--- config.mk ---
export PLATFORM = sky130hd
export DESIGN_NAME = prot_lookaside
export DESIGN_NICKNAME = d
export VERILOG_FILES = /design/src/rtl/prot_lookaside_pkg.sv /design/src/rtl/prot_lookaside_match.sv /design/src/rtl/prot_lookaside_judge.sv /design/src/rtl/prot_lookaside.sv
export SDC_FILE = /design/constraint.sdc
export NUM_CORES = 2
export LEC_CHECK = 0
export ABC_AREA = 1
export BUFFER_PORTS_ARGS = -buffer_cell sky130_fd_sc_hd__buf_2
export CORE_ASPECT_RATIO = 0.7
export CORE_UTILIZATION = 55
export CTS_BUF_LIST = sky130_fd_sc_hd__clkbuf_8
export DETAILED_ROUTE_END_ITERATION = 10
export PLACE_DENSITY = 0.72
export SYNTH_ARGS = -nofsm -noshare
export SYNTH_HDL_FRONTEND = slang
export SYNTH_SLANG_ARGS = --single-unit
--- constraint.sdc ---
create_clock -name clk_i -period 6.3 [get_ports clk_i]
set_clock_uncertainty 0.05 [all_clocks]
set_input_delay 0.63 -clock clk_i [delete_from_list [all_inputs] [get_ports clk_i]]
set_output_delay 0.63 -clock clk_i [all_outputs]
set_load 0.02 [all_outputs]
--- src/rtl/prot_lookaside_pkg.sv ---
package prot_lookaside_pkg;
  localparam int unsigned DESC_W    = 32;
  localparam int unsigned REG_AW    = 6;
  localparam int unsigned STAT_MASK = 16;

  localparam int unsigned B_VALID   = 0;
  localparam int unsigned B_USR_WR  = 3;
  localparam int unsigned B_SUP_WR  = 4;
  localparam int unsigned B_DIRTY   = 7;
  localparam int unsigned B_WTHRU   = 14;
  localparam int unsigned B_SIZE_LO = 16;

  localparam logic [5:0] CAUSE_NONE  = 6'h00;
  localparam logic [5:0] CAUSE_PROT  = 6'h23;
  localparam logic [5:0] CAUSE_MISS  = 6'h26;
  localparam logic [5:0] CAUSE_MULTI = 6'h27;

  localparam logic [REG_AW-1:0] A_CTRL  = 6'h20;
  localparam logic [REG_AW-1:0] A_FADDR = 6'h21;
  localparam logic [REG_AW-1:0] A_FSTAT = 6'h22;

  typedef struct packed {
    logic wthru;
    logic dirty;
    logic sup_wr;
    logic usr_wr;
  } page_attr_t;
endpackage

--- src/rtl/prot_lookaside_match.sv ---
module prot_lookaside_match #(
  parameter int unsigned ADDR_W = 32
) (
  input  logic              valid_i,
  input  logic [1:0]        size_i,
  input  logic [ADDR_W-1:0] start_i,
  input  logic [ADDR_W-1:0] addr_i,
  output logic              hit_o
);
  localparam logic [ADDR_W:0] ONE = (ADDR_W+1)'(1);

  logic [ADDR_W:0] span, page_end;

  always_comb begin
    unique case (size_i)
      2'b00:   span = ONE << 10;
      2'b01:   span = ONE << 12;
      2'b10:   span = ONE << 20;
      default: span = ONE << 22;
    endcase
    page_end = {1'b0, start_i} + span;
    hit_o = valid_i && (addr_i >= start_i) && ({1'b0, addr_i} < page_end);
  end
endmodule

--- src/rtl/prot_lookaside_judge.sv ---
module prot_lookaside_judge
  import prot_lookaside_pkg::*;
#(
  parameter int unsigned NUM_ENTRIES = 16
) (
  input  logic                   active_i,
  input  logic                   write_i,
  input  logic                   super_i,
  input  logic [NUM_ENTRIES-1:0] match_i,
  input  page_attr_t             attr_i [NUM_ENTRIES],
  output logic                   hit_o,
  output logic                   miss_o,
  output logic                   prot_o,
  output logic                   multi_o,
  output logic [5:0]             cause_o
);
  page_attr_t sel;
  logic any, many, perm, bad;

  always_comb begin
    sel = '0;
    for (int i = 0; i < int'(NUM_ENTRIES); i++)
      if (match_i[i]) sel = sel | attr_i[i];
    any  = |match_i;
    many = |(match_i & (match_i - 1'b1));
    perm = super_i ? sel.sup_wr : sel.usr_wr;
    // clean write-back pages fault on first write
    bad  = write_i && (!perm || (!sel.wthru && !sel.dirty));

    miss_o  = active_i && !any;
    multi_o = active_i && many;
    prot_o  = active_i && any && !many && bad;
    hit_o   = active_i && any && !many && !bad;

    if (multi_o)     cause_o = CAUSE_MULTI;
    else if (miss_o) cause_o = CAUSE_MISS;
    else if (prot_o) cause_o = CAUSE_PROT;
    else             cause_o = CAUSE_NONE;
  end
endmodule

--- src/rtl/prot_lookaside.sv ---
module prot_lookaside
  import prot_lookaside_pkg::*;
#(
  parameter int unsigned NUM_ENTRIES = 16,
  parameter int unsigned ADDR_W      = 32
) (
  input  logic              clk_i,
  input  logic              rst_ni,
  input  logic              reg_we_i,
  input  logic [5:0]        reg_addr_i,
  input  logic [31:0]       reg_wdata_i,
  output logic [31:0]       reg_rdata_o,
  input  logic              acc_valid_i,
  input  logic [ADDR_W-1:0] acc_addr_i,
  input  logic              acc_write_i,
  input  logic              acc_super_i,
  output logic              acc_ok_o,
  output logic              acc_hit_o,
  output logic              acc_miss_o,
  output logic              acc_prot_o,
  output logic              acc_multi_o,
  output logic [5:0]        fault_cause_o
);
  localparam int unsigned IDX_W = $clog2(NUM_ENTRIES);

  logic [ADDR_W-1:0]      start_q [NUM_ENTRIES];
  logic [DESC_W-1:0]      desc_q  [NUM_ENTRIES];
  logic                   en_q;
  logic [ADDR_W-1:0]      fault_addr_q;
  logic [31:0]            fault_stat_q;
  logic [NUM_ENTRIES-1:0] match_vec;
  page_attr_t             attr    [NUM_ENTRIES];
  logic                   fault;
  logic [STAT_MASK-1:0]   mask_ext;
  logic [IDX_W-1:0]       ridx;

  assign ridx = reg_addr_i[IDX_W-1:0];

  for (genvar g = 0; g < NUM_ENTRIES; g++) begin : g_ent
    assign attr[g] = '{wthru:  desc_q[g][B_WTHRU],
                       dirty:  desc_q[g][B_DIRTY],
                       sup_wr: desc_q[g][B_SUP_WR],
                       usr_wr: desc_q[g][B_USR_WR]};
    prot_lookaside_match #(.ADDR_W(ADDR_W)) u_match (
      .valid_i (desc_q[g][B_VALID]),
      .size_i  (desc_q[g][B_SIZE_LO +: 2]),
      .start_i (start_q[g]),
      .addr_i  (acc_addr_i),
      .hit_o   (match_vec[g])
    );
  end

  prot_lookaside_judge #(.NUM_ENTRIES(NUM_ENTRIES)) u_judge (
    .active_i (acc_valid_i && en_q),
    .write_i  (acc_write_i),
    .super_i  (acc_super_i),
    .match_i  (match_vec),
    .attr_i   (attr),
    .hit_o    (acc_hit_o),
    .miss_o   (acc_miss_o),
    .prot_o   (acc_prot_o),
    .multi_o  (acc_multi_o),
    .cause_o  (fault_cause_o)
  );

  assign fault    = acc_miss_o || acc_prot_o || acc_multi_o;
  assign acc_ok_o = acc_valid_i && !fault;

  always_comb begin
    mask_ext = '0;
    mask_ext[NUM_ENTRIES-1:0] = match_vec;
  end

  always_ff @(posedge clk_i or negedge rst_ni) begin
    if (!rst_ni) begin
      for (int i = 0; i < int'(NUM_ENTRIES); i++) begin
        start_q[i] <= '0;
        desc_q[i]  <= '0;
      end
      en_q         <= 1'b0;
      fault_addr_q <= '0;
      fault_stat_q <= '0;
    end else begin
      if (reg_we_i) begin
        if (!reg_addr_i[5]) begin
          if (reg_addr_i[4]) desc_q[ridx]  <= reg_wdata_i;
          else               start_q[ridx] <= reg_wdata_i[ADDR_W-1:0];
        end else if (reg_addr_i == A_CTRL) begin
          en_q <= reg_wdata_i[0];
        end
      end
      if (acc_valid_i && fault) begin
        fault_addr_q <= acc_addr_i;
        fault_stat_q <= {14'b0, acc_super_i, acc_write_i, mask_ext};
      end
    end
  end

  always_comb begin
    reg_rdata_o = '0;
    if (!reg_addr_i[5]) begin
      if (reg_addr_i[4]) reg_rdata_o = desc_q[ridx];
      else               reg_rdata_o = 32'(start_q[ridx]);
    end else begin
      unique case (reg_addr_i)
        A_CTRL:  reg_rdata_o = {31'b0, en_q};
        A_FADDR: reg_rdata_o = 32'(fault_addr_q);
        A_FSTAT: reg_rdata_o = fault_stat_q;
        default: reg_rdata_o = '0;
      endcase
    end
  end
endmodule

==> reports/results.tsv <==
metric	value	unit
h-tree-depth	4	
insertion_delay	1.03	ns
grt_usage	48.5	%
startpoint_type	register	
gr-total-overflow	0	
timing.final.ws_setup	-0.228	ns
power-per-cell-area	261	nW/um^2
cp_data_arrival_time	5.85	ns
antenna_found_initial	43	
finalHoldViolations	0	
cts_tree	built	
synth_top_flop_cell	dfrtp_1	
antenna_left	0	
routed_via_density	6.39	
drtPass1Iterations	10	
critPathTopFamily	simple AND/OR/NAND/NOR gates	
synthTopCellsByArea	dfrtp_1, ha_1, nand2_1	
worst_path_most_repeated_cell	nand2_1	
p_seq_share	38.3	%
layout_min_cycle_time	6.53	ns
power_switching	9.01	mW
crit_required	5.62	ns
syn_area	77000	sq um
synth_edf_count	0	
violations	negative setup slack	
cts.sinks	1075	
num-fill-cells	12200	
synth_top_area_cell	dfrtp_1	
combPwrFrac	31.7	%
drt-total-wl	352000	microns
drc	0	
drive_above_1_share	11.5	%
cpMaxStageDelayCell	o21ai_1	
drv_slew	0	
hp-class	in -> reg	
async_reset_ff_share	100	%
fp.dieArea	142000	sq um
place_congestion	1.06	
final_nets	11500	
die_h	315	microns
path_buf_inv	8	
synth.distinct_cells	55	
start_util	55.6	%
final_area	87900	sq um
vdd_drop_max	0.000252	V
numCtsBuffers	179	
die_x	449	microns
max_slew_margin	9.84	%
slowest_delay	0.46	ns
io_buffers	116	
hpwl	251000	microns
finalPower	23.0	mW
synth_top_area_share	34.9	%
synthCells	10200	
yosysWarningCount	0	
tightest_slew	1.35	ns
syn_to_final_growth	14.1	%
fin_crit_sh	104	%
maxCapViolCount	0	
crit_type	reg -> out	
placed_area	80900	sq um
cp_max_fo	4	
clk_path_buf_depth	3	
place_ws	0.0361	ns
wl_per_cell	28.1	microns
rsz0062_at_grt	yes	
cellInternalPower	14.0	mW
via_count	80100	
fmax	153	MHz
seqCellArea	26900	sq um
drtIter0Drc	12600	
cellLeakagePower	41.2	nW
seq_area_frac_synth	34.9	%
status	finished with violations	
multiInputGateArea	46400	sq um
clk_pin_slew_worst_paths	0.06	ns
cp-end-kind	output pin	
p_clk_share	29.9	%
design.core.area	139000	sq um
ioPinCount	119	
synth-seq-cells	1075	
synth_area_per_cell	7.54	sq um
setup_viol	8	
grt_pass1_wl	502000	microns
grt_pass1_vias	73400	
p_sw_share	39.2	%
grt_start_max_net_pins	179	
cts-root-buf	clkbuf_8	
fp-row-count	114	
-- power by group through the flow --
| stage | logic (mW) | registers, mW | clock network, mW |
|---|---|---|---|
| 6_report | 7.30 | 8.81 | 6.88 |
| 5_1_grt | 7.99 | 8.91 | 7.14 |
| 4_1_cts | 6.90 | 8.76 | 6.85 |
| 3_5_place_dp | 6.68 | 8.86 | 0 |
| 3_3_place_gp | 6.49 | 8.83 | 0 |
| 2_1_floorplan | 4.30 | 8.58 | 0 |
-- Yosys cell counts (7+ instances only) --
cell       instances
o21ai_1            7
inv_1            959
o211ai_1           8
a211oi_1          17
xor2_1           248
clkbuf_1         446
a32o_1             7
o221ai_1          35
o22ai_1          169
o21bai_1          23
buf_1             13
buf_2             12
xnor2_1           37
nand3_1          483
ha_1             944
nor2_2            19
nand2_1         2649
a21oi_1          463
a221oi_1          72
o21a_1            35
nand4_1          179
o2111ai_1         11
dfrtp_1         1075
nor2_1           577
o21ai_0         1228
nor4_1            40
a31o_2            10
a21o_1            29
nor3_1            93
a22oi_1          151
a31oi_1          112
-- layer usage --
layer	track usage (%)	vias to the layer above	routed length (microns)
li1	-	35300	-
met1	65.6	38100	137000
met2	66.0	5537	137000
met3	18.1	1151	54900
met4	27.8	30	23200
met5	0.0997	-	204
-- cells in the final DEF, fill, tap and decap left out, types with 11 or more instances in the layout --
cell type,synthesis,layout
o21ai_0,1228,1219
nor4_1,40,33
o221ai_1,35,35
dfrtp_1,1075,1066
xnor2_1,37,37
nor2_2,19,54
nand2_1,2649,2553
buf_12,0,33
o21a_1,35,35
nor2_4,1,32
inv_2,5,43
clkinv_2,0,26
buf_4,3,415
a221oi_1,72,72
a31oi_1,112,105
nand3_2,4,18
nor3_1,93,59
nor3_2,0,26
dlygate4sd3_1,0,36
a21oi_1,463,453
nand2_2,5,85
diode_2,0,16
a22oi_1,151,151
nand4_1,179,179
clkbuf_8,0,223
nor2_1,577,511
a21o_1,29,29
o22ai_1,169,169
o21bai_1,23,17
nand3_4,0,22
nand2_4,1,13
nand3_1,483,447
buf_2,12,105
o21ai_1,7,12
xor2_1,248,246
ha_1,944,935
o2111ai_1,11,11
inv_1,959,966
-- cell families after synthesis --
kind of cell	share of synthesized area [%]
XOR/XNOR	3.24
AO/OA/AOI/OAI	17.6
buffers and inverters	7.13
flip-flops	34.9
other	0.00487
adder cells (fa/ha/maj)	15.3
AND/OR/NAND/NOR	21.8
-- worst register-to-register path: cells and delay by family, from the launching register on --
kind                       cells  cell delay (ns)
DFF                            1             0.41
and+or+nand+nor               17             2.01
xor gates and xnor gates       1             0.18
buffers and inverters          7             1.06
AOI/OAI and AO/OA              4             1.03
adders and majority gates      2             0.61
-- layout make-up --
class | count | area share (%)
Clock buffer | 223 | 3.49
Clock inverter | 98 | 0.859
Antenna cell | 16 | 0.0455
Sequential cell | 1075 | 30.6
Timing Repair Buffer | 601 | 5.47
Inverter | 968 | 4.16
Multi-Input combinational cell | 7695 | 52.7
Tap cell | 1856 | 2.64
-- repair_timing --
item,CTS,global route
resized for setup,217,188
hold buffers,36,0
pin swaps,93,145
endpoints found under the hold margin,123,0
buffers inserted,70,78
setup endpoints to repair,9,9
-- registers in the layout (all words and copies together) (netlist names) --
register,flops
start_q,512
en_q,1
fault_addr_q,32
attr,64
fault_stat_q,18
desc_q,448
-- through the flow --
| step | TNS, ns | util (%) | hold WS (ns) | cells |
|---|---|---|---|---|
| 6_report | -1.13 | 63.5 | 0.0839 | 12500 |
| 5_1_grt | -2.39 | 63.5 | 0.107 | 12500 |
| 4_1_cts | -0.740 | 62.5 | 0.0438 | 12400 |
| 3_5_place_dp | 0 | 58.4 | 0.423 | 12000 |
| 3_3_place_gp | 0 | 58.4 | 0.415 | 12000 |
| 2_1_floorplan | 0 | - | 0.284 | 10200 |
-- worst paths after layout --
path	start	end	slack [ns]	depth (start not counted)
setup reg to reg	desc_q[496]	fault_addr_q[25]	0.88	31
min in group asynchronous	rst_ni	start_q[52]	0.20	2
setup / recovery	desc_q[496]	acc_hit_o	-0.23	30
hold reg to reg	desc_q[429]	desc_q[429]	0.44	2
max in group asynchronous	rst_ni	start_q[461]	4.43	3
hold / removal	acc_addr_i[2]	fault_addr_q[2]	0.08	3
Power figures use the tool's default switching activity.
